===== config.mk =====
export PLATFORM = sky130hd
export DESIGN_NAME = bp2_counter_table
export DESIGN_NICKNAME = d
export VERILOG_FILES = /design/src/rtl/bp2_pkg.sv /design/src/rtl/bp2_index.sv /design/src/rtl/bp2_cell.sv /design/src/rtl/bp2_counter_table.sv
export SDC_FILE = /design/constraint.sdc
export NUM_CORES = 1
export LEC_CHECK = 0
export ABC_AREA = 1
export BUFFER_PORTS_ARGS = -buffer_cell sky130_fd_sc_hd__buf_2
export CAP_MARGIN = 20
export CORE_MARGIN = 2
export CORE_UTILIZATION = 35
export CTS_CLUSTER_SIZE = 24
export DETAILED_ROUTE_END_ITERATION = 7
export GPL_TIMING_DRIVEN = 0
export HOLD_SLACK_MARGIN = 0.15
export PLACE_DENSITY = 0.7
export SLEW_MARGIN = 5
export SYNTH_ARGS = -nofsm -noshare
export SYNTH_HDL_FRONTEND = slang
export SYNTH_SLANG_ARGS = --single-unit

===== constraint.sdc =====
create_clock -name clk -period 0.93 [get_ports clk]
set_clock_uncertainty 0.15 [all_clocks]
set_input_delay 0.0465 -clock clk [delete_from_list [all_inputs] [get_ports clk]]
set_output_delay 0.0465 -clock clk [all_outputs]
set_load 0.03 [all_outputs]

===== src/rtl/bp2_pkg.sv =====
package bp2_pkg;

   // Inverted sense: low values guess taken.
   typedef enum logic [1:0] {
      CNT_STRONG_T  = 2'd0,
      CNT_WEAK_T    = 2'd1,
      CNT_WEAK_NT   = 2'd2,
      CNT_STRONG_NT = 2'd3
   } bp2_cnt_t;

   function automatic logic bp2_guess_taken(input bp2_cnt_t c);
      return (c == CNT_STRONG_T) || (c == CNT_WEAK_T);
   endfunction

   function automatic bp2_cnt_t bp2_step(input bp2_cnt_t c, input logic taken);
      bp2_cnt_t n;
      n = c;
      if (taken) begin
         if (c != CNT_STRONG_T) n = bp2_cnt_t'(c - 2'd1);
      end else begin
         if (c != CNT_STRONG_NT) n = bp2_cnt_t'(c + 2'd1);
      end
      return n;
   endfunction

endpackage


===== src/rtl/bp2_index.sv =====
module bp2_index #(
   parameter int ADDR_W = 32,
   parameter int IDX_W  = 4
) (
   input  logic [ADDR_W-1:0] addr,
   output logic [IDX_W-1:0]  idx
);

   assign idx = addr[IDX_W+1:2];

   // Bits outside the index field do not take part in slot selection.
   logic unused_low;
   assign unused_low = ^addr[1:0];

   generate
      if (ADDR_W > IDX_W + 2) begin : g_tag
         logic unused_tag;
         assign unused_tag = ^addr[ADDR_W-1:IDX_W+2];
      end
   endgenerate

endmodule


===== src/rtl/bp2_cell.sv =====
module bp2_cell
   import bp2_pkg::*;
#(
   parameter bp2_cnt_t INIT = CNT_WEAK_NT
) (
   input  logic     clk,
   input  logic     rst_n,
   input  logic     hit,
   input  logic     outcome_taken,
   output bp2_cnt_t cnt_q
);

   always_ff @(posedge clk) begin
      if (!rst_n)   cnt_q <= INIT;
      else if (hit) cnt_q <= bp2_step(cnt_q, outcome_taken);
   end

endmodule


===== src/rtl/bp2_counter_table.sv =====
module bp2_counter_table
   import bp2_pkg::*;
#(
   parameter int ADDR_W    = 32,
   parameter int ENTRIES   = 16,
   parameter int RESET_CNT = 2
) (
   input  logic              clk,
   input  logic              rst_n,
   input  logic [ADDR_W-1:0] rd_addr,
   output logic              rd_taken,
   input  logic              upd_valid,
   input  logic [ADDR_W-1:0] upd_addr,
   input  logic              upd_taken
);

   localparam int       IDX_W    = (ENTRIES > 1) ? $clog2(ENTRIES) : 1;
   localparam bp2_cnt_t INIT_CNT = bp2_cnt_t'(RESET_CNT[1:0]);

   generate
      if (ENTRIES < 2 || (ENTRIES & (ENTRIES - 1)) != 0) begin : g_bad_entries
         $error("ENTRIES must be a power of two, at least 2");
      end
      if (ADDR_W < IDX_W + 2) begin : g_bad_addr
         $error("ADDR_W too narrow for the index field");
      end
      if (RESET_CNT < 0 || RESET_CNT > 3) begin : g_bad_init
         $error("RESET_CNT must lie in 0..3");
      end
   endgenerate

   logic [IDX_W-1:0] rd_idx;
   logic [IDX_W-1:0] upd_idx;

   bp2_index #(.ADDR_W(ADDR_W), .IDX_W(IDX_W)) rd_index_i (
      .addr (rd_addr),
      .idx  (rd_idx)
   );

   bp2_index #(.ADDR_W(ADDR_W), .IDX_W(IDX_W)) upd_index_i (
      .addr (upd_addr),
      .idx  (upd_idx)
   );

   bp2_cnt_t cnt_arr [ENTRIES];

   generate
      for (genvar e = 0; e < ENTRIES; e++) begin : g_slot
         logic slot_hit;
         assign slot_hit = upd_valid && (upd_idx == IDX_W'(e));

         bp2_cell #(.INIT(INIT_CNT)) cell_i (
            .clk           (clk),
            .rst_n         (rst_n),
            .hit           (slot_hit),
            .outcome_taken (upd_taken),
            .cnt_q         (cnt_arr[e])
         );
      end
   endgenerate

   // Combinational read of registered state: same-cycle update not visible.
   assign rd_taken = bp2_guess_taken(cnt_arr[rd_idx]);

endmodule


# Word-level counts from Yosys, hierarchy flattened

Index checks and enable logic that the tools add are counted.

Bits in registers: 32
Input bits: 68
Output and inout port bits: 1

Add/sub/neg operators: 32
Magnitude comparators: 1
Equality and inequality tests: 48
Mux-type cells: 51
Bitwise logic cells: 1
Reduce and logical (&&, ||, !) cells: 67

Operators with widths:

| kind                  | number |
|---|---|
| $mux W2               | 50 |
| $reduce_bool A2 Y1    | 32 |
| $reduce_and A3 Y1     | 16 |
| $add A2 B1 Y2 const B | 16 |
| $eq A4 B4 Y1 const B  | 8 |
| $ne A2 B1 Y1 const B  | 16 |
| $ne A2 B2 Y1 const B  | 16 |
| $sub A2 B1 Y2 const B | 16 |
| $eq A4 B3 Y1 const B  | 4 |
| $logic_and A1 B1 Y1   | 16 |
| $bmux W2 S4           | 1 |
| $eq A4 B2 Y1 const B  | 2 |
| $ge A5 B5 Y1 const B  | 1 |
| $not A4 Y5            | 1 |
| $eq A4 B1 Y1 const B  | 1 |
| $logic_not A4 Y1      | 1 |
| $eq A2 B1 Y1 const B  | 1 |
| $logic_not A2 Y1      | 1 |
| $logic_or A1 B1 Y1    | 1 |

# Longest topological paths before layout

Gate-level depths: netlist (run 1).

Depth after elaboration: 6
Depth in mapped cells: 8

# Cells and area by module

Synthesis (run 1) repeated with hierarchy kept, for this count alone.

Cell total of the unflattened synthesis: 299
Area total of the unflattened synthesis: 1938.1 um2

Modules (own cells, without submodules):

| module            | times used | cells each | area an instance (um2) |
|---|---|---|---|
| bp2_cell          | 16         | 13         | 95.1 |
| bp2_counter_table | 1          | 83         | 356.6 |
| bp2_index         | 2          | 4          | 30.0 |

# Worst setup path after synthesis (run 1)

OpenSTA, ideal clock, no wires.

Path type: reg2out
From: register g_slot[10].cell_i.cnt_q[1]
To: output rd_taken
Data arrival time: 0.847 ns
Data required time: 0.733 ns
Setup slack: -0.113 ns
Cell stages (with the launch flop): 8
Cells stage by stage: dfxtp_1 inv_1 o21ai_0 nand2_1 nand3_1 nand3_1 nand2_1 inv_1

Cells in the longest elaborated chain, start to end: 5

Ends and longest elaborated chain:

| what                                                    | RTL line                | text |
|---|---|---|
| start, declared                                         | bp2_cell.sv:10          | `output bp2_cnt_t cnt_q` |
| start signal, assigned                                  | bp2_cell.sv:15          | `else if (hit) cnt_q <= bp2_step(cnt_q, outcome_taken);` |
| $bmux W2 S4 *                                           | bp2_counter_table.sv:63 | `assign rd_taken = bp2_guess_taken(cnt_arr[rd_idx]);` |
| $mux W2 (implied by the code) * (2 in series)           | bp2_counter_table.sv:63 |  |
| $eq A2 B1 Y1 / $logic_not A2 Y1 (equally long branches) | bp2_pkg.sv:12           | `return (c == CNT_STRONG_T) \|\| (c == CNT_WEAK_T);` |
| $logic_or A1 B1 Y1 *                                    | bp2_pkg.sv:12           |  |
| end, declared                                           | bp2_counter_table.sv:11 | `output logic rd_taken,` |

Mark *: on every way between the ends. The rest lies on a longest branch, timed or not. The select of a mux whose other input is x is not followed.

# Worst setup path in the final report (run 1)

From: register g_slot[15].cell_i.cnt_q[1]
To: output rd_taken

Cells in the longest elaborated chain, start to end: 5

Ends and longest elaborated chain:

| what                                                    | RTL line |
|---|---|
| start, declared                                         | bp2_cell.sv:10 |
| start signal, assigned                                  | bp2_cell.sv:15 |
| $bmux W2 S4 *                                           | bp2_counter_table.sv:63 |
| $mux W2 (implied by the code) * (2 in series)           | bp2_counter_table.sv:63 |
| $eq A2 B1 Y1 / $logic_not A2 Y1 (equally long branches) | bp2_pkg.sv:12 |
| $logic_or A1 B1 Y1 *                                    | bp2_pkg.sv:12 |

Marked as above.

==> results of run 1 <==
==> where the power goes <==
part	leakage (nW)	internal, mW	total (mW)	switching, mW
clock network	0.0455	0.603	1.13	0.524
registers	0.260	1.39	1.42	0.0307
logic	0.616	0.133	0.400	0.267
==> cell type report <==
| type | instances | area (µm²) |
|---|---|---|
| Timing Repair Buffer | 16 | 108 |
| Clock buffer | 8 | 90.1 |
| Multi-Input combinational cell | 185 | 1110 |
| Timing Repair inverter | 1 | 5.00 |
| Inverter | 45 | 175 |
| Fill cell | 485 | 2470 |
| Buffer | 7 | 32.5 |
| Tap cell | 67 | 83.8 |
| Sequential cell | 32 | 688 |
==> final timing paths <==
kind | depth (start not counted) | start | endpoint
worst max-delay path | 8 | g_slot[15].cell_i.cnt_q[1] | rd_taken
worst min register to register | 2 | g_slot[1].cell_i.cnt_q[0] | g_slot[1].cell_i.cnt_q[0]
worst min-delay path | 3 | rst_n | g_slot[13].cell_i.cnt_q[0]
worst max register to register | 7 | g_slot[2].cell_i.cnt_q[1] | g_slot[2].cell_i.cnt_q[1]
==> layer usage <==
| metal | GRT usage (%) | routed length (µm) | vias to the layer above |
|---|---|---|---|
| li1 | - | - | 946 |
| met1 | 22.3 | 2090 | 883 |
| met2 | 29.9 | 2310 | 30 |
| met3 | 3.66 | 172 | 5 |
| met4 | 5.95 | 40 | 0 |
| met5 | 0 | 0 | - |
==> timing repair <==
item | 4_1_cts | 5_1_grt
buffers inserted | 4 | 0
gates cloned | 0 | 1
pin swaps | 20 | 14
endpoints found under the setup margin | 31 | 32
resized for setup | 51 | 70
hold endpoints to repair | 28 | 24
==> kinds of logic after synthesis <==
group | Yosys count | synth area share [%]
compound gates | 79 | 26.7
buf+inv | 52 | 11.5
flops | 32 | 36.9
simple gates | 106 | 25.0
==> Yosys cell counts <==
cell / instances / area (µm²)
inv_1: 43 / 161
clkbuf_1: 4 / 15.0
o211ai_1: 14 / 105
a211oi_1: 8 / 60.1
a21oi_1: 13 / 65.1
o31ai_1: 5 / 37.5
nand2_1: 46 / 173
o21ai_0: 39 / 195
nor2_1: 35 / 131
clkinv_1: 1 / 3.75
inv_2: 1 / 3.75
buf_2: 3 / 15.0
nand3_2: 1 / 10.0
nand3_1: 24 / 120
dfxtp_1: 32 / 641
==> per-stage QoR <==
step	setup TNS, ns	instances	setup slack [ns]	instance area [µm²]
6_report	-1.24	361	-0.535	2290
4_1_cts	-5.09	361	-0.508	2090
3_5_place_dp	-8.74	348	-0.380	1880
3_3_place_gp	-8.13	348	-0.340	1880
5_1_grt	-2.74	361	-0.588	2290
2_1_floorplan	-0.0965	269	-0.0424	1740
==> worst reg2reg max path, cell delays in order, from the launching register on <==
cell and delay (ns):
dfxtp_2 0.32, inv_2 0.07, buf_6 0.11, nand2_4 0.05, nand2_2 0.06, nand2_1 0.05, o21ai_1 0.09, nand2_1 0.06
==> results.sh, run 1 <==
export IMPL_cts_htree_levels=2
export IMPL_top_regs="g_slot.cell_i.cnt_q: 32 flops"
export IMPL_required_ns=0.73
export IMPL_cts_sinks=32
export IMPL_max_cap_viol_count=0
export IMPL_synth_cell_types=15
export IMPL_slowest_stage="dfxtp_2"
export IMPL_hpwl_um=3030
export IMPL_initial_core_util_pct=36.5
export IMPL_mostFrequentLayoutCells="37 x nand2_1, 32 x inv_1, 26 x o21ai_1"
export IMPL_reg2reg_slack_ns=-0.14
export IMPL_drive_above_1_share_pct=38.1
export IMPL_cts_tree="done"
export IMPL_die_w_um=74.4
export IMPL_cellPowerDensity_mw_per_mm2=1290
export IMPL_relSlewSlack_pct=63.4
export IMPL_worst_path_largest_cell_delay_ns=0.37
export IMPL_critical_path_class="reg -> out"
export IMPL_finalMaxSlewViolations=0
export IMPL_drtIter0Drc=114
export IMPL_core_area_mm2=0.00475
export IMPL_grt_overflow=0
export IMPL_grt_usage_pct=17.6
export IMPL_hold_violations=2
export IMPL_syn_nets=337
export IMPL_cts_buffer_depth=2
export IMPL_grt_max_degree=11
export IMPL_via_per_inst=5.16
export IMPL_port_buffers=12
export IMPL_period_needed_ns=1.46
export IMPL_avgRoutedWirePerCell_um=12.8
export IMPL_routabilityCongestion=0.828
export IMPL_max_clock_freq_mhz=683
export IMPL_cp_common_cell="nand3_1"
export IMPL_final_common_cell="nand2_1"
export IMPL_drt_pass1_iter_count=5
export IMPL_p_leak_nw=0.922
export IMPL_fin_crit_sh_pct=158
export IMPL_critPathCaptureType="primary output"
export IMPL_tightest_slew_ns=0.548
export IMPL_synth_cells=269
export IMPL_fin_ws_ns=-0.535
export IMPL_min_path_type="in -> reg"
export IMPL_violations="negative hold slack, negative setup slack"
export IMPL_nNetsFinal=361
export IMPL_clkTransAtPathRegs_ns=0.06
export IMPL_grt_pass1_vias=1673
export IMPL_vdd_ir_drop_worst_mv=0.688
export IMPL_finalWirelength_um=4620
export IMPL_drc=0
export IMPL_cts_root_buf="clkbuf_8"
export IMPL_syn_cell_area_mm2=0.00174
export IMPL_grt_pass1_wl_um=7450
export IMPL_via_count=1864
export IMPL_worstPathCellList="inv_1, nand2_1, nand3_1, nand3_1, nand3_1, nand2_1, inv_2, buf_6"
export IMPL_hold_buffers=1
export IMPL_die_area_mm2=0.00554
export IMPL_utilization_pct=48.1
export IMPL_ant_nets=0
export IMPL_synth_seq_cells=32
export IMPL_rsz0062_at_grt="yes"
export IMPL_clock_latency_ns=0.29
export IMPL_start_kind="flop"
export IMPL_antenna_found_initial=0
export IMPL_whs_ns=-0.0698
export IMPL_synth_seq_area_share_pct=36.9
export IMPL_status="finished with violations"
export IMPL_largest_reg_flops=32
export IMPL_dieHeight_um=74.4
export IMPL_cp_buffers_inverters=3
export IMPL_syn_area_per_cell_um2=6.46
export IMPL_io_pins=69
export IMPL_regMostFlops="g_slot.cell_i.cnt_q"
export IMPL_yosysWarnings=0
export IMPL_path_max_fanout=4
export IMPL_rows=25
export IMPL_totalPowerFinal_mw=2.95
export IMPL_diodes=0
export IMPL_critPathTopFamily="simple AND/OR/NAND/NOR gates"
export IMPL_cp_arrival_ns=1.27
export IMPL_setup_viol=21
export IMPL_cts_buffers=5
export IMPL_area_growth_syn_to_layout_pct=31.8
No activity file was read; power rests on OpenSTA's default activity.
==> inputs of run 2 (changes only) <==
--- a/config.mk
+++ b/config.mk
@@ -9,12 +9,12 @@
 export BUFFER_PORTS_ARGS = -buffer_cell sky130_fd_sc_hd__buf_2
 export CAP_MARGIN = 20
 export CORE_MARGIN = 2
-export CORE_UTILIZATION = 35
+export CORE_UTILIZATION = 40
 export CTS_CLUSTER_SIZE = 24
 export DETAILED_ROUTE_END_ITERATION = 7
 export GPL_TIMING_DRIVEN = 0
 export HOLD_SLACK_MARGIN = 0.15
-export PLACE_DENSITY = 0.7
+export PLACE_DENSITY = 0.78
 export SLEW_MARGIN = 5
 export SYNTH_ARGS = -nofsm -noshare
 export SYNTH_HDL_FRONTEND = slang
==> constraint.sdc (replaced) <==
create_clock -name clk -period 0.93 [get_ports clk]
set_clock_uncertainty 0.15 [all_clocks]
set_input_delay 0.0465 -clock clk [delete_from_list [all_inputs] [get_ports clk]]
set_output_delay 0.0465 -clock clk [all_outputs]
set_load 0.05 [all_outputs]
==> run 2 against run 1 <==
The flow still finishes with violations (negative hold slack, negative setup slack). Sequential cell count did not move. Clock-buffer cell count did not move. Die area down 12%. Critical path depth unchanged. Total power rose by 0.58%. Design area is essentially flat. Cell count down 3.3%. Global-route usage up 1.3 points. Critical path type unchanged. Largest cell class unchanged.
==> results.sh, run 2 (synthesized netlist as in run 1, its figures left out) <==
export IMPL_fin_ws_ns=-0.575
export IMPL_reg2reg_slack_ns=-0.27
export IMPL_whs_ns=-0.0299
export IMPL_rsz0062_at_grt="yes"
export IMPL_hp_start="upd_taken"
export IMPL_worst_path_largest_cell_delay_ns=0.34
export IMPL_start_kind="flop"
export IMPL_diodes=0
export IMPL_drtIter0Drc=151
export IMPL_cts_tree="done"
export IMPL_initial_core_util_pct=42.5
export IMPL_grt_usage_pct=18.9
export IMPL_port_buffers=12
export IMPL_power_frac_comb_pct=14.4
export IMPL_finalMaxSlewViolations=0
export IMPL_io_pins=69
export IMPL_period_needed_ns=1.50
export IMPL_avgRoutedWirePerCell_um=13.8
export IMPL_clkTransAtPathRegs_ns=0.07
export IMPL_tns_ns=-2.05
export IMPL_totalPowerFinal_mw=2.96
export IMPL_hpwl_um=3020
export IMPL_area_growth_syn_to_layout_pct=31.7
export IMPL_switchingPower_mw=0.828
export IMPL_top_regs="g_slot.cell_i.cnt_q: 32 flops"
export IMPL_grt_pass1_vias=1705
export IMPL_relSlewSlack_pct=64.4
export IMPL_max_cap_viol_count=0
export IMPL_cts_htree_levels=2
export IMPL_grt_pass1_wl_um=7500
export IMPL_die_area_mm2=0.00488
export IMPL_via_count=1953
export IMPL_violations="negative hold slack, negative setup slack"
export IMPL_cellPowerDensity_mw_per_mm2=1300
export IMPL_cts_buffer_depth=2
export IMPL_status="finished with violations"
export IMPL_fin_crit_sh_pct=162
export IMPL_final_common_cell="nand2_1"
export IMPL_antenna_found_initial=0
export IMPL_via_per_inst=5.60
export IMPL_largest_reg_flops=32
export IMPL_min_path_cells=4
export IMPL_critical_path_class="reg -> out"
export IMPL_hold_violations=2
export IMPL_min_path_type="in -> reg"
export IMPL_cts_sinks=32
export IMPL_core_area_mm2=0.00409
export IMPL_cp_buffers_inverters=3
export IMPL_critPathTopFamily="simple AND/OR/NAND/NOR gates"
export IMPL_dieHeight_um=69.9
export IMPL_nNetsFinal=366
export IMPL_required_ns=0.73
export IMPL_cts_buffers=5
export IMPL_ant_nets=0
export IMPL_place_ws_ns=-0.345
export IMPL_p_leak_nw=0.955
export IMPL_tightest_slew_ns=0.534
export IMPL_cp_arrival_ns=1.31
export IMPL_routabilityCongestion=0.834
export IMPL_switching_share_pct=27.9
export IMPL_rr_endpoint="g_slot[2].cell_i.cnt_q[1]"
export IMPL_hold_buffers=1
export IMPL_mostFrequentLayoutCells="37 x nand2_1, 33 x inv_1, 25 x o21ai_1"
export IMPL_fillCellCount=374
export IMPL_cp_depth=8
export IMPL_die_w_um=69.9
export IMPL_drt_pass1_iter_count=5
export IMPL_intPower_mw=2.14
export IMPL_vdd_ir_drop_worst_mv=0.547
export IMPL_setup_viol=22
export IMPL_grt_overflow=0
export IMPL_min_to="g_slot[4].cell_i.cnt_q[1]"
export IMPL_rows=23
export IMPL_max_clock_freq_mhz=665
export IMPL_clkPwrFrac_pct=37.7
export IMPL_drive_above_1_share_pct=38.5
export IMPL_finalWirelength_um=4830
export IMPL_drc=0
export IMPL_grt_max_degree=11
export IMPL_r2r_cells=8
export IMPL_seq_power_share_pct=47.9
export IMPL_regMostFlops="g_slot.cell_i.cnt_q"
export IMPL_cts_root_buf="clkbuf_8"
export IMPL_timing_rr_start="g_slot[2].cell_i.cnt_q[1]"
export IMPL_worstPathCellList="inv_2, o21ai_2, nand2_1, nand3_1, nand3_1, nand2_2, inv_2, buf_6"
export IMPL_critPathCaptureType="primary output"
export IMPL_clock_latency_ns=0.29
export IMPL_path_max_fanout=2
export IMPL_slowest_stage="dfxtp_2"
-- run 2: per-layer routing --
layer | routed length [µm] | track usage (%) | share of wire [%] | vias up
met3 | 266 | 4.33 | 5.5 | 11
li1 | - | - | - | 960
met2 | 2280 | 31.0 | 47 | 57
met5 | 0 | 0 | 0 | -
met4 | 94 | 8.76 | 1.9 | 0
met1 | 2190 | 23.5 | 45 | 925
-- run 2: final cells by class --
type,count,area (µm²),share of cell area (%)
Tap cell,50,62.6,2.74
Multi-Input combinational cell,185,1080,47.1
Timing Repair inverter,1,7.51,0.328
Buffer,7,32.5,1.42
Inverter,45,173,7.55
Timing Repair Buffer,21,158,6.89
Clock buffer,8,90.1,3.94
Sequential cell,32,687,30.0
-- run 2: how the worst max path moves through the flow --
stage                                    start                         to  slack [ns]
finish               g_slot[2].cell_i.cnt_q[1]                   rd_taken       -0.57
global route         g_slot[2].cell_i.cnt_q[1]                   rd_taken       -0.65
CTS                 g_slot[10].cell_i.cnt_q[1]                   rd_taken       -0.52
detailed placement                 upd_addr[3]  g_slot[8].cell_i.cnt_q[1]       -0.34
global placement     g_slot[2].cell_i.cnt_q[1]                   rd_taken       -0.32
floorplan            g_slot[5].cell_i.cnt_q[1]                   rd_taken       -0.23
-- run 2: worst register-to-register path: cells and delay by family (launching register included) --
family                 cells  cell delay [ns]
AO/OA/AOI/OAI              1             0.11
AND/OR/NAND/NOR            4             0.24
buffers and inverters      3             0.25
flip-flops                 1             0.33
-- run 2: power by group through the flow --
| stage | logic [mW] | registers, mW | clock network [mW] |
|---|---|---|---|
| after detailed placement | 0.313 | 1.45 | 0 |
| after CTS | 0.355 | 1.43 | 1.12 |
| after global placement | 0.309 | 1.45 | 0 |
| final | 0.426 | 1.42 | 1.12 |
| after global routing | 0.466 | 1.42 | 1.17 |
| after floorplan | 0.213 | 1.45 | 0 |
-- run 2: repair_timing --
item	CTS	global route
setup buffers	6	3
gates resized for setup	60	68
endpoints found under the setup margin	29	32
pin swaps	16	29
endpoints found under the hold margin	25	12
gates cloned	0	1
-- run 2: metrics by stage --
step	utilization [%]	area, µm²	cells
2_1_floorplan	-	1740	269
3_3_place_gp	45.5	1860	331
3_5_place_dp	45.5	1860	331
4_1_cts	51.5	2100	346
5_1_grt	56.0	2290	349
6_report	56.0	2290	349
==> inputs of run 3 (changes only) <==
--- a/config.mk
+++ b/config.mk
@@ -14,8 +14,9 @@
 export DETAILED_ROUTE_END_ITERATION = 7
 export GPL_TIMING_DRIVEN = 0
 export HOLD_SLACK_MARGIN = 0.15
-export PLACE_DENSITY = 0.78
+export PLACE_DENSITY = 0.76
 export SLEW_MARGIN = 5
 export SYNTH_ARGS = -nofsm -noshare
 export SYNTH_HDL_FRONTEND = slang
+export SYNTH_HIERARCHICAL = 1
 export SYNTH_SLANG_ARGS = --single-unit
==> constraint.sdc (replaced) <==
create_clock -name clk -period 1.3 [get_ports clk]
set_clock_uncertainty 0.15 [all_clocks]
set_input_delay 0.065 -clock clk [delete_from_list [all_inputs] [get_ports clk]]
set_output_delay 0.065 -clock clk [all_outputs]
set_load 0.05 [all_outputs]
==> run 3 against run 2 <==
The flow finishes with violations (negative setup slack). Hold slack gained 0.20 ns. Combinational power shrank 33%. Die area grew 11%. Non-clock buffer count grew 3. Utilization shrank 5.6 points. Sequential power shrank 28%. Setup slack gained 0.44 ns. Wire length shrank 12%. Largest cell class unchanged.
==> results.sh, run 3 <==
export IMPL_die_w_um=73.6
export IMPL_ant_nets=0
export IMPL_via_per_inst=4.97
export IMPL_diodes=0
export IMPL_status="finished with violations"
export IMPL_grt_pass1_wl_um=7240
export IMPL_yosys_top_cells_count="57 x nand2_1, 51 x inv_1, 32 x dfxtp_1, 32 x nor2_1, 32 x o21ai_0"
export IMPL_drc=0
export IMPL_fin_ws_ns=-0.136
export IMPL_grt_max_degree=49
export IMPL_slowest_stage="dfxtp_2"
export IMPL_required_ns=1.09
export IMPL_intPower_mw=1.55
export IMPL_cp_buffers_inverters=2
export IMPL_finalWirelength_um=4250
export IMPL_max_clock_freq_mhz=696
export IMPL_max_cap_viol_count=0
export IMPL_min_path_type="in -> reg"
export IMPL_cp_depth=8
export IMPL_synth_top_area_cell="dfxtp_1"
export IMPL_worstPathCellList="nand2_2, nand2_1, nand2_1, nand3_2, nand3_2, nand2_2, inv_2, buf_8"
export IMPL_switchingPower_mw=0.571
export IMPL_dieHeight_um=73.6
export IMPL_critical_path_class="reg -> out"
export IMPL_critPathCaptureType="primary output"
export IMPL_fillCellCount=447
export IMPL_io_pins=69
export IMPL_worst_path_largest_cell_delay_ns=0.34
export IMPL_finalMaxSlewViolations=0
export IMPL_via_count=1900
export IMPL_reg2reg_slack_ns=0.17
export IMPL_syn_cell_area_mm2=0.00194
export IMPL_synth_area_leaders="dfxtp_1 33%, nand2_1 11%, inv_1 9.9%, o21ai_0 8.3%, nand3_1 8.0%"
export IMPL_clock_latency_ns=0.29
export IMPL_nNetsFinal=395
export IMPL_synth_top_area_share_pct=33.1
export IMPL_largest_reg_flops=32
export IMPL_final_cell_area_mm2=0.00236
export IMPL_grt_overflow=0
export IMPL_grt_pass1_vias=1707
export IMPL_synthArstFlopShare_pct=0
export IMPL_hpwl_um=2730
export IMPL_cp_arrival_ns=1.22
export IMPL_antenna_found_initial=0
export IMPL_cellPowerDensity_mw_per_mm2=895
export IMPL_period_needed_ns=1.44
export IMPL_violations="negative setup slack"
export IMPL_clkTransAtPathRegs_ns=0.07
export IMPL_r2r_cells=5
export IMPL_multi_input_area_mm2=0.00110
export IMPL_top_regs="g_slot.cell_i/cnt_q: 32 flops"
export IMPL_critPathTopFamily="simple AND/OR/NAND/NOR gates"
export IMPL_setup_viol=1
export IMPL_yosys_cell_count_top_type="nand2_1"
export IMPL_power_frac_comb_pct=13.6
export IMPL_place_ws_ns=0.00624
export IMPL_drtIter0Drc=158
export IMPL_grt_usage_pct=17.1
export IMPL_tightest_slew_ns=0.806
export IMPL_rows=25
export IMPL_cts_buffer_depth=2
export IMPL_port_buffers=4
export IMPL_core_area_mm2=0.00469
export IMPL_vdd_ir_drop_worst_mv=0.497
export IMPL_fin_crit_sh_pct=110
export IMPL_min_path_cells=6
export IMPL_start_kind="flop"
export IMPL_yosysWarnings=6
export IMPL_cts_htree_levels=2
export IMPL_drive_above_1_share_pct=31.7
export IMPL_p_leak_nw=1.07
export IMPL_final_common_cell="nand2_1"
export IMPL_die_area_mm2=0.00542
export IMPL_syn_area_per_cell_um2=6.48
export IMPL_regMostFlops="g_slot.cell_i/cnt_q"
export IMPL_wl_met2_um=2030
export IMPL_synth_seq_area_share_pct=33.1
export IMPL_placed_area_mm2=0.00203
export IMPL_path_max_fanout=2
export IMPL_synth_flop_cell="dfxtp_1"
export IMPL_cts_root_buf="clkbuf_8"
export IMPL_initial_core_util_pct=41.3
export IMPL_area_growth_syn_to_layout_pct=22.0
export IMPL_routabilityCongestion=0.750
export IMPL_switching_share_pct=27.0
export IMPL_seq_power_share_pct=48.4
export IMPL_wl_met1_um=2000
export IMPL_avgRoutedWirePerCell_um=11.1
export IMPL_cts_buffers=5
export IMPL_rsz0062_at_grt="yes"
export IMPL_synth_edff_count=0
export IMPL_synth_cell_types=15
export IMPL_synth_cells=299
export IMPL_cts_sinks=32
export IMPL_drt_pass1_iter_count=4
export IMPL_top_layer_used="met4"
export IMPL_synth_seq_cells=32
export IMPL_clkPwrFrac_pct=38.1
export IMPL_regArea_um2=661
export IMPL_syn_nets=367
export IMPL_mostFrequentLayoutCells="49 x nand2_1, 39 x inv_1, 32 x nor2_1"
export IMPL_relSlewSlack_pct=46.3
export IMPL_cts_tree="done"
export IMPL_met3_length_um=125
export IMPL_hold_violations=0
==> run 3: changes by cell type after synthesis, sizes merged <==
| cell | delta |
|---|---|
| buf | +7 |
| a21oi | +19 |
| inv | +8 |
| o31ai | -5 |
| nand3 | +6 |
| nor3 | +2 |
| clkbuf | -4 |
| nor2 | -3 |
| o21bai | +16 |
| o211ai | -14 |
| a211oi | -8 |
| clkinv | -1 |
| o21ai | -7 |
| nand2 | +14 |
==> run 3: through the flow <==
stage | util (%) | cells | total power, mW | TNS [ns] | hold WS [ns]
2_1_floorplan | - | 299 | 1.20 | 0 | -0.000804
3_3_place_gp | 43.2 | 357 | 1.27 | 0 | 0.349
3_5_place_dp | 43.2 | 357 | 1.28 | 0 | 0.357
4_1_cts | 48.4 | 379 | 2.10 | -0.125 | 0.176
5_1_grt | 50.4 | 382 | 2.20 | -0.218 | 0.237
6_report | 50.4 | 382 | 2.12 | -0.136 | 0.173
==> run 3: what timing repair did <==
action,in CTS,in global routing
setup endpoints to repair,1,29
hold endpoints to repair,18,3
buffers inserted,12,3
hold buffers,2,1
pin swaps,11,11
resized for setup,24,31
==> run 3: kinds of logic (layout without fill, tap and decap cells) <==
logic type | Yosys count | after routing | synth area share, %
AO/OA/AOI/OAI | 80 | 80 | 25.8
buffers and inverters | 62 | 91 | 14.4
flip-flops | 32 | 32 | 33.1
AND/OR/NAND/NOR | 125 | 125 | 26.7
==> run 3: tightest hold or removal path, cell delays in order <==
cell and delay, ns:
buf_4 0.08, buf_2 0.17, nor3_2 0.06, inv_2 0.07, o21ai_1 0.06, nand3_1 0.07
==> run 3: final timing paths <==
| kind | start | end |
|---|---|---|
| setup / recovery | g_slot[2].cell_i/cnt_q[1] | rd_taken |
| hold reg to reg | g_slot[10].cell_i/cnt_q[0] | g_slot[10].cell_i/cnt_q[0] |
| setup reg to reg | g_slot[13].cell_i/cnt_q[1] | g_slot[13].cell_i/cnt_q[0] |
| hold / removal | upd_addr[3] | g_slot[8].cell_i/cnt_q[1] |
==> run 3: routing by layer <==
layer  GRT usage (%)  vias up
li1                -     1010
met1            21.5      861
met2            28.3       21
met3            3.43        8
met4            7.27        0
met5               0        -
==> run 3: power groups by stage <==
stage	combinational, mW	clock [mW]	sequential (mW)
final	0.287	0.805	1.02
after global routing	0.320	0.850	1.03
after CTS	0.261	0.816	1.02
after detailed placement	0.231	0	1.05
after global placement	0.227	0	1.04
after floorplan	0.162	0	1.04
==> run 3: cell type report <==
class                      instances  share of cell area, %
buffer                            10                   3.23
sequential                        32                   27.9
tap                               54                   2.86
clock buffer                       8                   3.81
timing repair buffer              21                   6.98
inverter                          52                   8.57
multi-input combinational        205                   46.6
